File: config.mk
export PLATFORM = sky130hd
export DESIGN_NAME = shadow_ret_stack
export DESIGN_NICKNAME = d
export VERILOG_FILES = /design/src/rtl/ssk_pkg.sv /design/src/rtl/ssk_store.sv /design/src/rtl/ssk_ctrl.sv /design/src/rtl/ssk_report.sv /design/src/rtl/shadow_ret_stack.sv
export SDC_FILE = /design/constraint.sdc
export NUM_CORES = 1
export LEC_CHECK = 0
export BUFFER_PORTS_ARGS = -buffer_cell sky130_fd_sc_hd__clkbuf_2
export CORE_ASPECT_RATIO = 0.6
export CORE_MARGIN = 2
export CORE_UTILIZATION = 55
export CTS_CLUSTER_DIAMETER = 40
export DETAILED_ROUTE_END_ITERATION = 16
export PLACE_DENSITY = 0.84
export RECOVER_POWER = 25
export SYNTH_ARGS = -nofsm -noshare
export SYNTH_HDL_FRONTEND = slang
export SYNTH_HIERARCHICAL = 1
export SYNTH_SLANG_ARGS = --single-unit
File: constraint.sdc
create_clock -name clk -period 4.7 [get_ports clk]
set_clock_uncertainty 0.1 [all_clocks]
set_input_delay 0 -clock clk [delete_from_list [all_inputs] [get_ports clk]]
set_output_delay 0 -clock clk [all_outputs]
set_load 0.01 [all_outputs]
File: src/rtl/ssk_pkg.sv
// Package: shared definitions for the shadow return-address stack.
// Assumes: one event at most is acted on per cycle.
package ssk_pkg;

    // Kind of stack event that is acted on in a cycle
    typedef enum logic [1:0] {
        EV_NONE = 2'd0,
        EV_CALL = 2'd1,
        EV_RET  = 2'd2
    } ev_kind_t;

endpackage

File: src/rtl/ssk_store.sv
// Module: ssk_store
// Holds the shadow return addresses in a small register array.
// Writes on a push; the top entry is read combinationally.
// Assumes: the controller never pushes at an index of DEPTH or above.
module ssk_store #(
    parameter int DEPTH  = 16,
    parameter int ADDR_W = 32,
    parameter int IDX_W  = $clog2(DEPTH)
) (
    input  logic              clk,
    input  logic              push,
    input  logic [IDX_W-1:0]  wr_idx,
    input  logic [ADDR_W-1:0] wr_data,
    input  logic [IDX_W-1:0]  rd_idx,
    output logic [ADDR_W-1:0] rd_data
);

    logic [ADDR_W-1:0] mem [DEPTH];

    // Record the pushed return address
    always_ff @(posedge clk) begin
        if (push) begin
            mem[wr_idx] <= wr_data;
        end
    end

    // Present the entry below the pointer (top of stack)
    assign rd_data = mem[rd_idx];

endmodule

File: src/rtl/ssk_ctrl.sv
// Module: ssk_ctrl
// Owns the shadow pointer. It arbitrates call and return events, applies
// privileged pointer writes and holds any event that collides with such a write.
// Assumes: priv_sup is valid in every cycle that has a port access.
module ssk_ctrl
    import ssk_pkg::*;
#(
    parameter int DEPTH  = 16,
    parameter int ADDR_W = 32,
    parameter int PTR_W  = $clog2(DEPTH + 1),
    parameter int IDX_W  = $clog2(DEPTH)
) (
    input  logic              clk,
    input  logic              rst_n,
    input  logic              call_vld,
    input  logic [ADDR_W-1:0] call_addr,
    input  logic              ret_vld,
    input  logic [ADDR_W-1:0] ret_addr,
    input  logic              priv_sup,
    input  logic              csr_rd,
    input  logic              csr_wr,
    input  logic [PTR_W-1:0]  csr_wdata,
    output logic [PTR_W-1:0]  csr_rdata,
    output logic              push,
    output logic              pop,
    output logic              ovf_ev,
    output logic              unf_ev,
    output logic              trap_ev,
    output logic [ADDR_W-1:0] ev_addr,
    output logic [IDX_W-1:0]  wr_idx,
    output logic [IDX_W-1:0]  rd_idx
);

    localparam logic [PTR_W-1:0] FULL = PTR_W'(DEPTH);

    logic [PTR_W-1:0]  ptr;
    ev_kind_t          pend_kind;
    logic [ADDR_W-1:0] pend_addr;
    ev_kind_t          live_kind;
    logic [ADDR_W-1:0] live_addr;
    ev_kind_t          cur_kind;
    logic              sup_wr;
    logic [PTR_W-1:0]  wr_val;

    // Pick the live event; a return outranks a call
    always_comb begin
        if (ret_vld) begin
            live_kind = EV_RET;
            live_addr = ret_addr;
        end else if (call_vld) begin
            live_kind = EV_CALL;
            live_addr = call_addr;
        end else begin
            live_kind = EV_NONE;
            live_addr = call_addr;
        end
    end

    // A held event replaces whatever arrives live in its replay cycle
    always_comb begin
        if (pend_kind != EV_NONE) begin
            cur_kind = pend_kind;
            ev_addr  = pend_addr;
        end else begin
            cur_kind = live_kind;
            ev_addr  = live_addr;
        end
    end

    // Decode the event against the pointer and the port access
    always_comb begin
        sup_wr  = csr_wr & priv_sup;
        trap_ev = ~priv_sup & (csr_rd | csr_wr);
        wr_val  = (csr_wdata > FULL) ? FULL : csr_wdata;
        push    = ~sup_wr & (cur_kind == EV_CALL) & (ptr < FULL);
        ovf_ev  = ~sup_wr & (cur_kind == EV_CALL) & (ptr >= FULL);
        pop     = ~sup_wr & (cur_kind == EV_RET) & (ptr != '0);
        unf_ev  = ~sup_wr & (cur_kind == EV_RET) & (ptr == '0);
        wr_idx  = ptr[IDX_W-1:0];
        rd_idx  = ptr[IDX_W-1:0] - 1'b1;
    end

    // Supervisor read shows the pointer; anything else reads 0
    assign csr_rdata = (priv_sup & csr_rd) ? ptr : '0;

    // Update the pointer and the one-deep hold slot
    always_ff @(posedge clk) begin
        if (!rst_n) begin
            ptr       <= '0;
            pend_kind <= EV_NONE;
            pend_addr <= '0;
        end else if (sup_wr) begin
            ptr       <= wr_val;
            pend_kind <= cur_kind;
            pend_addr <= ev_addr;
        end else begin
            pend_kind <= EV_NONE;
            if (push) begin
                ptr <= ptr + 1'b1;
            end else if (pop) begin
                ptr <= ptr - 1'b1;
            end
        end
    end

    AST_PTR_IN_RANGE: assert property (@(posedge clk) disable iff (!rst_n)
        ptr <= FULL);
    AST_PUSH_RAISES: assert property (@(posedge clk) disable iff (!rst_n)
        push |=> ptr == $past(ptr) + 1'b1);
    AST_POP_LOWERS: assert property (@(posedge clk) disable iff (!rst_n)
        pop |=> ptr == $past(ptr) - 1'b1);
    AST_OVF_KEEPS_PTR: assert property (@(posedge clk) disable iff (!rst_n)
        ovf_ev |=> $stable(ptr));
    AST_UNF_KEEPS_PTR: assert property (@(posedge clk) disable iff (!rst_n)
        unf_ev |=> ptr == '0);
    AST_USER_NO_WRITE: assert property (@(posedge clk) disable iff (!rst_n)
        (csr_wr && !priv_sup && cur_kind == EV_NONE) |=> $stable(ptr));
    AST_USER_READS_ZERO: assert property (@(posedge clk) disable iff (!rst_n)
        !priv_sup |-> csr_rdata == '0);
    AST_SUP_WRITE_LANDS: assert property (@(posedge clk) disable iff (!rst_n)
        (sup_wr && csr_wdata <= FULL) |=> ptr == $past(csr_wdata));

endmodule

File: src/rtl/ssk_report.sv
// Module: ssk_report
// Registers the fault pulses and captures the addresses of a mismatch.
// Assumes: pop, ovf_ev and unf_ev are mutually exclusive from the controller.
module ssk_report #(
    parameter int ADDR_W = 32
) (
    input  logic              clk,
    input  logic              rst_n,
    input  logic              pop,
    input  logic              ovf_ev,
    input  logic              unf_ev,
    input  logic              trap_ev,
    input  logic [ADDR_W-1:0] top_addr,
    input  logic [ADDR_W-1:0] ev_addr,
    output logic              viol,
    output logic [ADDR_W-1:0] viol_expect,
    output logic [ADDR_W-1:0] viol_got,
    output logic              ovf_fault,
    output logic              unf_fault,
    output logic              trap
);

    logic mismatch;

    // A pop whose supplied address differs from the shadow copy
    assign mismatch = pop & (top_addr != ev_addr);

    // Register one-cycle fault pulses and mismatch addresses
    always_ff @(posedge clk) begin
        if (!rst_n) begin
            viol        <= 1'b0;
            viol_expect <= '0;
            viol_got    <= '0;
            ovf_fault   <= 1'b0;
            unf_fault   <= 1'b0;
            trap        <= 1'b0;
        end else begin
            viol      <= mismatch;
            ovf_fault <= ovf_ev;
            unf_fault <= unf_ev;
            trap      <= trap_ev;
            if (mismatch) begin
                viol_expect <= top_addr;
                viol_got    <= ev_addr;
            end
        end
    end

    AST_ONE_FAULT_KIND: assert property (@(posedge clk) disable iff (!rst_n)
        $onehot0({viol, ovf_fault, unf_fault}));
    AST_VIOL_FROM_POP: assert property (@(posedge clk) disable iff (!rst_n)
        viol |-> $past(pop));
    AST_UNF_NO_VIOL: assert property (@(posedge clk) disable iff (!rst_n)
        unf_ev |=> !viol);
    AST_TRAP_FOLLOWS: assert property (@(posedge clk) disable iff (!rst_n)
        trap_ev |=> trap);

endmodule

File: src/rtl/shadow_ret_stack.sv
// Module: shadow_ret_stack (top)
// Shadow return-address stack with a privileged pointer port.
// Assumes: call and return events come from a decoder, one cycle each.
module shadow_ret_stack #(
    parameter int DEPTH  = 16,
    parameter int ADDR_W = 32,
    parameter int PTR_W  = $clog2(DEPTH + 1)
) (
    input  logic              clk,
    input  logic              rst_n,
    input  logic              call_vld,
    input  logic [ADDR_W-1:0] call_addr,
    input  logic              ret_vld,
    input  logic [ADDR_W-1:0] ret_addr,
    input  logic              priv_sup,
    input  logic              csr_rd,
    input  logic              csr_wr,
    input  logic [PTR_W-1:0]  csr_wdata,
    output logic [PTR_W-1:0]  csr_rdata,
    output logic              viol,
    output logic [ADDR_W-1:0] viol_expect,
    output logic [ADDR_W-1:0] viol_got,
    output logic              ovf_fault,
    output logic              unf_fault,
    output logic              trap
);

    localparam int IDX_W = $clog2(DEPTH);

    logic              push;
    logic              pop;
    logic              ovf_ev;
    logic              unf_ev;
    logic              trap_ev;
    logic [ADDR_W-1:0] ev_addr;
    logic [ADDR_W-1:0] top_addr;
    logic [IDX_W-1:0]  wr_idx;
    logic [IDX_W-1:0]  rd_idx;

    ssk_ctrl #(
        .DEPTH (DEPTH),
        .ADDR_W(ADDR_W),
        .PTR_W (PTR_W),
        .IDX_W (IDX_W)
    ) u_ctrl (
        .clk      (clk),
        .rst_n    (rst_n),
        .call_vld (call_vld),
        .call_addr(call_addr),
        .ret_vld  (ret_vld),
        .ret_addr (ret_addr),
        .priv_sup (priv_sup),
        .csr_rd   (csr_rd),
        .csr_wr   (csr_wr),
        .csr_wdata(csr_wdata),
        .csr_rdata(csr_rdata),
        .push     (push),
        .pop      (pop),
        .ovf_ev   (ovf_ev),
        .unf_ev   (unf_ev),
        .trap_ev  (trap_ev),
        .ev_addr  (ev_addr),
        .wr_idx   (wr_idx),
        .rd_idx   (rd_idx)
    );

    ssk_store #(
        .DEPTH (DEPTH),
        .ADDR_W(ADDR_W),
        .IDX_W (IDX_W)
    ) u_store (
        .clk    (clk),
        .push   (push),
        .wr_idx (wr_idx),
        .wr_data(ev_addr),
        .rd_idx (rd_idx),
        .rd_data(top_addr)
    );

    ssk_report #(
        .ADDR_W(ADDR_W)
    ) u_report (
        .clk        (clk),
        .rst_n      (rst_n),
        .pop        (pop),
        .ovf_ev     (ovf_ev),
        .unf_ev     (unf_ev),
        .trap_ev    (trap_ev),
        .top_addr   (top_addr),
        .ev_addr    (ev_addr),
        .viol       (viol),
        .viol_expect(viol_expect),
        .viol_got   (viol_got),
        .ovf_fault  (ovf_fault),
        .unf_fault  (unf_fault),
        .trap       (trap)
    );

endmodule

==> results.ini <==
[critical_path]
cp.required_ps = 5100
worst_path_max_delay_cell = dfxtp_1
crit_chain = inv_1, ha_1, inv_4, buf_12, mux4_2, a22oi_1, nand2_1, xnor2_1, nand4_1, nor4_4, a21boi_4, buf_12, mux2i_1
critPathKind = flop to flop
r2r_slack_ps = 290
worstSetupStartpoint = u_ctrl/ptr[1]$_SDFFE_PN0P_
reg2reg_from = u_ctrl/ptr[1]$_SDFFE_PN0P_
crit_path_max_incr_delay_ps = 610
arrival_ps = 4810
reg2reg_to = u_report/viol_expect[19]$_SDFFE_PN0P_
rr_worst_depth = 13
crit_top_cell = buf_12
path_max_fanout = 24
cp-end-kind = flop
worst_setup_path_start_kind = flop

[grt]
grt_antenna_before_repair = 1
grt_first_pass_wirelength_mm = 98.7
grt_max_degree = 120
globalRoute.totalOverflow = 0
grt_pass1_vias = 15427
groute.usage.overall_pct = 29.1

[yosys]
synth_area_leader_cell = edfxtp_1
ys_warn_count = 6
synth_seq_area_share_pct = 70.8
yosys.cell_types.count = 50
synthesis.nets = 1552
syn-mean-instance-area_sq_um = 16.8
synthCells = 1471
synthTopCellsByArea = edfxtp_1 62%, mux4_2 12%, dfxtp_1 8.7%, mux2i_1 3.9%, nand2_1 3.5%
ys_ff_latch = 619
synth_top_area_share_pct = 62.1
async_flop_share_pct = 0
synthFlopType = edfxtp_1
synth_edf_count = 512
syn-cell-area_sq_um = 24800

[sta]
setup_viol = 0
worst-slew-pin-transition_ps = 1370
fin_setup_tns_ps = 0
rsz0062_at_grt = false
period_needed_ps = 4410
holdWs_ps = 84.0
slew_headroom_pct = 7.73
drv_slew = 0
max_freq_mhz = 227
period_share_pct = 93.8
finalHoldViolCount = 0

[cts]
clockRootBuffer = clkbuf_16
cts_made_buffers = 53
h-tree-depth = 2
cts_tree = done
clk_path_buf_depth = 3
path_clk_slew_ps = 70
clock_latency_ps = 600
cts.sinks = 619

[min_path]
whs_path_depth = 4
worstHoldStart = ret_addr[11]
hold_end = u_store/mem[9][11]$_DFFE_PP_
worstHoldPathType = input pin to flop

[route]
drc = 0
num_vias = 15114
ant_nets = 0
dr.first_iter.drc_count = 2307
avgRoutedWirePerCell_um = 29.3
drt-total-wl_mm = 68.0
vias_per_cell = 6.51
drt_pass1_iterations = 5

[floorplan]
die_h_um = 168
io_pins = 149
row_count = 60
die_area_sq_um = 46800
start_util_pct = 55.5
core_sq_um = 44600
die_w_um = 278

[finish]
final_cell_mix = 512 x edfxtp_1, 231 x nand2_1, 128 x mux4_2
final_common_cell = edfxtp_1
finalNetCount = 1767
antenna_cells = 0
drive_gt1_share_pct = 21.4
syn2layout_area_growth_pct = 15.3

[placed_design]
gp_congestion = 0.833
place_hpwl_mm = 38.0
io_buffer_count = 148

[status]
status = finished clean

[flow_run]
drv_cap = 0

[pwr]
peakVddDrop_mv = 0.456
power_mw = 14.6
power.leakage_nw = 9.60
p_per_area_nw_per_um2 = 513

## registers in the layout, summed over array words and instances (netlist names)
register	count
u_store/mem	512
u_ctrl/pend_addr	32
u_report/viol_expect	32
u_report/viol_got	32
u_ctrl/ptr	5
u_ctrl/pend_kind	2
u_report/ovf_fault	1
u_report/trap	1
u_report/unf_fault	1
u_report/viol	1
## worst max path at each step
stage	endpoint	slack [ps]	depth (start not counted)
2_1_floorplan	u_store/mem[0][0]$_DFFE_PP_	280	6
3_3_place_gp	u_report/viol_got[15]$_SDFFE_PN0P_	320	13
3_5_place_dp	u_report/viol_expect[19]$_SDFFE_PN0P_	200	13
4_1_cts	u_report/viol_expect[19]$_SDFFE_PN0P_	100	13
5_1_grt	u_report/viol_expect[19]$_SDFFE_PN0P_	150	13
6_report	u_report/viol_expect[19]$_SDFFE_PN0P_	290	13
## area by class of cell
type                    count  area, sq um
well taps                 589          737
multi-input cells         751         6890
repair buffers            255         1630
inverters                   6         37.5
flip-flops and latches    619        17500
clock buffers              74         1530
fillers                  2941        16000
clock inverters            26          208
## critical path: cells and delay by family, from the launching register on
kind	cells	cell delay, ps
fa+ha+maj	1	350
buf+inv	4	880
mux	2	550
flops	1	610
simple gates	3	870
xor+xnor	1	400
compound gates	2	510
## metrics by stage
step / instance area (sq um) / cells / setup WS [ps] / utilization, %
after floorplan: 24800 / 1471 / 277 / -
after global placement: 26600 / 2181 / 320 / 59.5
after detailed placement: 26600 / 2181 / 198 / 59.5
after CTS: 28600 / 2317 / 97.4 / 64.2
after global routing: 28500 / 2320 / 149 / 64.0
final: 28500 / 2320 / 290 / 64.0
## cell usage after synthesis, drive strengths merged, types with 2 or more instances
library cell,instances
edfxtp,512
nand2,232
mux4,128
dfxtp,107
mux2i,96
o21ai,66
a22oi,64
clkbuf,50
buf,46
a21boi,34
xnor2,33
nor2,22
nor3,9
nand4,8
and2,6
and3,6
a21oi,4
ha,4
inv,4
nand2b,4
o31ai,4
nand3,3
nor2b,3
xor2,3
a31oi,2
clkinv,2
nand3b,2
nor4,2
## metal layers
metal	vias up	part of all wire [%]	track usage, %	routed length (um)
met5	-	0.016	0	11
met4	2	2.8	9.21	1910
met3	155	15	8.47	10000
met2	1239	46	45.0	31300
met1	7576	36	40.4	24800
li1	6142	-	-	-
## power by group
| group | internal, mW | leakage [nW] | switching (mW) |
|---|---|---|---|
| clock network | 2.44 | 0.850 | 1.94 |
| registers | 6.23 | 5.50 | 0.127 |
| logic | 1.46 | 3.26 | 2.45 |
## cells by family (layout without fill, tap and decap cells)
family	after synthesis	count (layout)	synth area share [%]
AOI/OAI and AO/OA	182	183	4.90
xor gates and xnor gates	36	36	1.27
adders and majority gates	5	5	0.283
buffers and inverters	102	361	2.11
and+or+nand+nor	303	303	5.13
DFF	619	619	70.8
muxes	224	224	15.5
## repair_timing
item | 4_1_cts | 5_1_grt
hold buffers | 36 | 0
setup endpoints to repair | 0 | 44
setup buffers | 0 | 2
resized for setup | 0 | 4
hold endpoints to repair | 133 | 0
Note: power is estimated with default switching activity, not from simulation.
